$ cat config.mk
export PLATFORM = sky130hd
export DESIGN_NAME = pix_unpack
export DESIGN_NICKNAME = d
export VERILOG_FILES = /design/src/rtl/pix_unpack.sv
export SDC_FILE = /design/constraint.sdc
export NUM_CORES = 1
export LEC_CHECK = 0
export BUFFER_PORTS_ARGS = -buffer_cell sky130_fd_sc_hd__buf_2
export CORE_MARGIN = 2
export CORE_UTILIZATION = 55
export CTS_BUF_LIST = sky130_fd_sc_hd__clkbuf_2 sky130_fd_sc_hd__clkbuf_4 sky130_fd_sc_hd__clkbuf_8
export DETAILED_ROUTE_END_ITERATION = 8
export GPL_ROUTABILITY_DRIVEN = 0
export PLACE_DENSITY = 0.79
export SYNTH_ARGS = -nofsm -noshare
export SYNTH_HDL_FRONTEND = slang
export SYNTH_SLANG_ARGS = --single-unit
export TNS_END_PERCENT = 100
$ cat constraint.sdc
create_clock -name clk -period 4 [get_ports clk]
set_input_delay 0.8 -clock clk [delete_from_list [all_inputs] [get_ports clk]]
set_output_delay 0.8 -clock clk [all_outputs]
set_load 0.05 [all_outputs]
$ cat src/rtl/pix_unpack.sv
module pix_unpack #(
  parameter int WORD_W = 16,
  parameter int CH_W   = 8,
  parameter int MODE_W = 3
) (
  input  logic                clk,
  input  logic                rst_n,
  input  logic [WORD_W-1:0]   pix_in,
  input  logic                blank_n,
  input  logic                mix_sel,
  input  logic [MODE_W-1:0]   mode_pri,
  input  logic [MODE_W-1:0]   mode_sec,
  output logic [3*CH_W-1:0]   out_rgb,
  output logic                out_valid,
  output logic                out_blank
);
  localparam int RGB_W = 3 * CH_W;

  logic              blank_d;
  logic [1:0]        phase_q;
  logic [MODE_W-1:0] mode_q;
  logic [CH_W-1:0]   b0_q, b1_q;
  logic [1:0]        last_ph;
  logic [RGB_W-1:0]  asm_rgb;

  wire              rise      = blank_n & ~blank_d;
  wire [1:0]        cur_phase = rise ? 2'd0 : phase_q;
  wire [MODE_W-1:0] sel_mode  = mix_sel ? mode_sec : mode_pri;
  wire [MODE_W-1:0] cur_mode  = (cur_phase == 2'd0) ? sel_mode : mode_q;
  wire [CH_W-1:0]   cb        = pix_in[CH_W-1:0];
  wire              last      = cur_phase >= last_ph;

  always_comb begin
    case (cur_mode)
      3'd1, 3'd2: last_ph = 2'd1;
      3'd3:       last_ph = 2'd2;
      default:    last_ph = 2'd0;
    endcase
  end

  always_comb begin
    case (cur_mode)
      3'd1: asm_rgb = {cb[6:2], 3'b0, cb[1:0], b0_q[7:5], 3'b0, b0_q[4:0], 3'b0};
      3'd2: asm_rgb = {cb[7:3], 3'b0, cb[2:0], b0_q[7:5], 2'b0, b0_q[4:0], 3'b0};
      3'd3: asm_rgb = {cb, b1_q, b0_q};
      3'd4: asm_rgb = {pix_in[14:10], 3'b0, pix_in[9:5], 3'b0, pix_in[4:0], 3'b0};
      3'd5: asm_rgb = {pix_in[15:11], 3'b0, pix_in[10:5], 2'b0, pix_in[4:0], 3'b0};
      default: asm_rgb = {{(RGB_W-CH_W){1'b0}}, cb};
    endcase
  end

  always_ff @(posedge clk) begin
    if (!rst_n) begin
      blank_d   <= 1'b0;
      phase_q   <= 2'd0;
      mode_q    <= '0;
      b0_q      <= '0;
      b1_q      <= '0;
      out_rgb   <= '0;
      out_valid <= 1'b0;
      out_blank <= 1'b1;
    end else begin
      blank_d <= blank_n;
      if (!blank_n) begin
        phase_q   <= 2'd0;
        out_rgb   <= '0;
        out_valid <= 1'b0;
        out_blank <= 1'b1;
      end else begin
        out_blank <= 1'b0;
        if (cur_phase == 2'd0) begin
          mode_q <= sel_mode;
          b0_q   <= cb;
        end
        if (cur_phase == 2'd1) b1_q <= cb;
        phase_q   <= last ? 2'd0 : 2'(cur_phase + 2'd1);
        out_valid <= last;
        if (last) out_rgb <= asm_rgb;
      end
    end
  end
endmodule


== Word level (Yosys, flattened, before mapping) ==
Cells that the tools add are included.

* Mux-type cells: 6
* $add $sub $neg: 1
* $lt $le $gt $ge: 1
* Reductions and logical operators: 6
* Bitwise operators: 4
* Equality and inequality tests: 6

{| class="wikitable"
|+ Operators by type and width
! kind !! count
|-
| one-hot mux 24 bit (5 select lines) || 1
|-
| == test 3 x 2 -> 1 bit (second input constant) || 2
|-
| == test 3 bit (second input constant) || 2
|-
| two-way mux 3 bit || 2
|-
| AND reduction 2 bit || 3
|-
| one-hot mux 2 bit (2 select lines) || 1
|-
| == test 3 x 1 -> 1 bit (second input constant) || 1
|-
| inverter 1 bit || 3
|-
| OR reduction 3 bit || 1
|-
| adder 2 x 1 -> 2 bit (second input constant) || 1
|-
| == test 2 x 1 -> 1 bit (second input constant) || 1
|-
| >= comparator 2 bit || 1
|-
| zero test 2 bit || 1
|-
| two-way mux 2 bit || 1
|-
| OR reduction 2 bit || 1
|-
| bitwise AND 1 bit || 1
|-
| two-way mux 1 bit || 1
|}

* Logic and storage cells: 32
* Input port bits: 26
* Output and inout port bits: 26
* Bits in registers: 48

== Longest topological paths before layout ==
* Depth in word-level cells: 10
* Mapped depth: 17
* Depth with buffers taken out: 14

== Worst setup path before layout ==
Ideal clock, no wire load.

* Kind: input-to-reg
* From: input blank_n
* To: register out_rgb[14]
* Library setup time: 0.122 ns
* Slack: 0.551 ns
* Arrival: 3.327 ns
* Stages: 16
* Required time: 3.878 ns
* Buffers on the path: 3
* Path through: nand2b_1 nand2_1 ha_1 buf_4 nor2_1 a21o_1 buf_6 nor2_1 o21a_1 ha_1 nand2b_1 a21oi_1 nand2b_1 buf_2 nor2_1 a221o_1

* Word-level cells in the longest chain between the ends: 8
* Elaborated cells on any way between the ends: 14
* Those cells by class: order compare (1); eq/ne (5); mux (4); bitwise (1); reduce/logical (3)

{| class="wikitable"
|+ Ends and longest elaborated chain
! element !! line !! text
|-
| start: declaration || 9 || <nowiki>input logic blank_n,</nowiki>
|-
| bitwise AND 1 bit || 26 || <nowiki>wire rise = blank_n & ~blank_d;</nowiki>
|-
| two-way mux 2 bit || 27 || <nowiki>wire [1:0] cur_phase = rise ? 2'd0 : phase_q;</nowiki>
|-
| zero test 2 bit || 29 || <nowiki>wire [MODE_W-1:0] cur_mode = (cur_phase == 2'd0) ? sel_mode : mode_q;</nowiki>
|-
| two-way mux 3 bit || n/a ||
|-
| == test 3 x 2 -> 1 bit or == test 3 x 1 -> 1 bit (tied branches) || 34, 42 ||
|-
| OR reduction 2 bit || 34 || <nowiki>case (cur_mode)</nowiki>
|-
| one-hot mux 2 bit (2 select lines) || 34 ||
|-
| >= comparator 2 bit || 31 || <nowiki>wire last = cur_phase >= last_ph;</nowiki>
|-
| end signal: assignment || 78 || <nowiki>if (last) out_rgb <= asm_rgb;</nowiki>
|-
| end: declaration || 13 || <nowiki>output logic [3*CH_W-1:0] out_rgb,</nowiki>
|}

Several ways; a longest one is shown, not always the timed one.
A chain may end at the register's enable or synchronous reset.

== Final worst setup path ==
* From: input blank_n
* To: register out_rgb[22]

Same word-level chain as after synthesis.

==> run metrics <==
FMAX=0.285 GHz; post_cts resized=0; # hold bufs at CTS=0; M3 GR Usage=0.0577; grt met1 use=0.362; DRC violation count after routing=0; Clock Tree Root=clkbuf_8; top-area cell type share of the netlist area=0.381; EDFF count, synth=0; final slew viol count=0; Async S/R FF share, synth=0; top cells by count, synth=dfxtp_1, nand2_1, mux2i_1; Worst Path Required=4190 ps; Detailed Route WL=6480 um; total gr overflow=0; Worst R2R Setup Slack=700 ps; first-pass GRT wire length=10700 um; drt pass-1 iters=5; vias per cell=6.14; largest net degree at the start of global routing=24; Worst Hold Path EP=out_rgb[12]; Yosys cell types=42; clk buf depth=2; max-cap violations=0; CTS tree=built; area delta synth->final=14.4%; Synth Register Bits=48; critical path peak fanout=9; total power=1070 uW; synthesized cell area=2520 um2; post-CTS setup buffer count=0; RSZ-0062 raised after global routing=false; min-delay src=out_rgb[12]; Worst Hold Path Cells=2; GR Util met2=0.413; gr usage total=0.265; CTS sink count=48; largest area contributor in the netlist=dfxtp_1; syn_nets=312; biggest cell delay along the critical path=390 ps; Worst path depth=15; CP arrival=3700 ps; layout cells sized above 1=0.241; CP Capture Type=register; register area share after synthesis=0.381; Mean Syn Cell Area=8.94 um2; Max IR drop VDD=0.219 mV; CTS Buf Count=5; Startpoint Class=input pin; CP Class=input pin to register; vias in the first global route=2209; Setup violations, final=0; CP Cell Sequence=buf_2 -> nand2b_1 -> nand2_1 -> ha_1 -> nor2_1 -> a21o_1 -> nor2_1 -> o21a_1 -> ha_1 -> nand2b_1 -> a21oi_1 -> nand2b_1 -> buf_4 -> nor3_1 -> a221o_1; # diodes=0; Worst R2R Start=blank_d; post-route ant nets=0; slowest CP cell=ha_1; Core Region=4380 um2; WP buf/inv=2; site row count=24; die height=71.7 um; final clock skew=3.12 ps; nets=361; status=finished clean; initial antenna violation count=0; Final period util=0.877; Crit path top cell by count=nand2b_1; GRT Max-Usage Layer=met2; Yosys warnings=0; main flop type after synthesis=dfxtp_1; CP delay by family, top=simple AND/OR/NAND/NOR gates; I/O Buffers=51; Leakage Power=0.00125 uW; RR Endpoint=out_rgb[22]; Iter 0 DRT Violations=281; Ports=52; via count=2357; Clock Latency Late Sink=300 ps; top cells by area, synth=dfxtp_1, mux2i_1, nand2_1; most frequent cell after synthesis=dfxtp_1; Slew HR=0.601; hpwl dp=4840 um; Final Hold Viols=0; H-Tree Depth=2; drt wl/cell=16.9 um; die area=5140 um2; cells on worst reg2reg path=14; Final min period=3510 ps; die width=71.7 um; worst hold path type=register to register; initial core utilization=0.575; Gate Count Post-Synth=282; pwr dens=369 nW/um2; setup_tns=0 ps; clock transition at the registers of the reported paths=80 ps; Slew @ Worst Pin=598 ps
## worst max-delay path by stage
stage	end	slack [ps]	startpoint
after CTS	out_rgb[22]	540	blank_n
after global placement	out_rgb[21]	380	blank_n
final	out_rgb[22]	490	blank_n
after global routing	out_rgb[14]	320	blank_n
after detailed placement	out_rgb[22]	230	blank_n
after floorplan	out_rgb[14]	550	blank_n
## kinds of logic (layout without fill, tap and decap cells)
family | after synthesis | after routing | share of synthesized area
flops | 48 | 48 | 0.381
mux | 22 | 22 | 0.0888
compound gates | 84 | 84 | 0.267
simple gates | 101 | 101 | 0.188
fa+ha+maj | 4 | 4 | 0.0198
buf+inv | 23 | 73 | 0.0555
## state kept, by name, indices dropped and copies added (netlist names)
register,cells
mode_q,3
out_blank,1
out_rgb,24
b1_q,8
b0_q,8
phase_q,2
out_valid,1
blank_d,1
## stage by stage
step	instances	utilization	area, um2	worst slack [ps]	hold WS, ps
detailed placement	376	0.637	2790	226	437
finish	384	0.658	2890	493	446
CTS	384	0.658	2890	542	452
global route	384	0.658	2890	320	484
global placement	376	0.637	2790	376	430
floorplan	282	-	2520	551	442
## worst register-to-register path, cell delays in order (launching register included)
cell and delay, ps:
dfxtp_1 300, nand2b_1 140, nand2_1 130, ha_1 390, nor2_1 160, a21o_1 200
nor2_1 320, o21a_1 190, ha_1 210, nand2b_1 170, a21oi_1 130, nand2b_1 290
buf_4 210, nor3_1 50, a221o_1 280
## power by group
group / internal, uW / switching, uW
Combinational: 89.3 / 167
Sequential: 499 / 14.1
Clock: 139 / 158
Total: 727 / 339
## metal layers
metal,vias to the layer above,share of wire
met5,-,0
met4,0,0.026
met3,20,0.079
met2,105,0.46
met1,1100,0.44
li1,1132,-
## layout make-up
| type | count | area, um2 |
|---|---|---|
| flip-flops and latches | 48 | 961 |
| clock buffers | 7 | 83.8 |
| well taps | 52 | 65.1 |
| multi-input cells | 211 | 1420 |
| clock inverters | 1 | 8.76 |
| repair buffers | 61 | 330 |
| fillers | 381 | 1500 |
| inverters | 4 | 15.0 |
## cells in the final DEF (no fill, tap or decap), types with 2 or more instances in the layout
cell type  Yosys  layout
a21boi_0      16      16
nand2_1       44      44
nor2_1         9       9
clkbuf_4       0       2
o221a_2        2       2
o31ai_1        5       5
nand2b_1       4       4
buf_2          1      51
a21o_1         2       2
inv_1          4       4
nand3b_1       3       3
clkbuf_8       0       5
a21oi_4        4       4
nor2b_1        3       3
nand3_1       20      20
ha_1           4       4
a221o_1        9       9
a2bb2oi_1      2       2
a31oi_1        5       5
a211oi_1       2       2
o2bb2ai_1      3       3
o21ai_0        2       2
a211o_1        5       5
and2_1         5       5
nand4_1        2       2
a21oi_1        6       6
buf_4          4      10
o21ai_1       10      10
a22o_1         8       8
nor3_1         6       6
dfxtp_1       48      48
mux2i_1       21      21
Note: power is estimated with default switching activity, not from simulation.
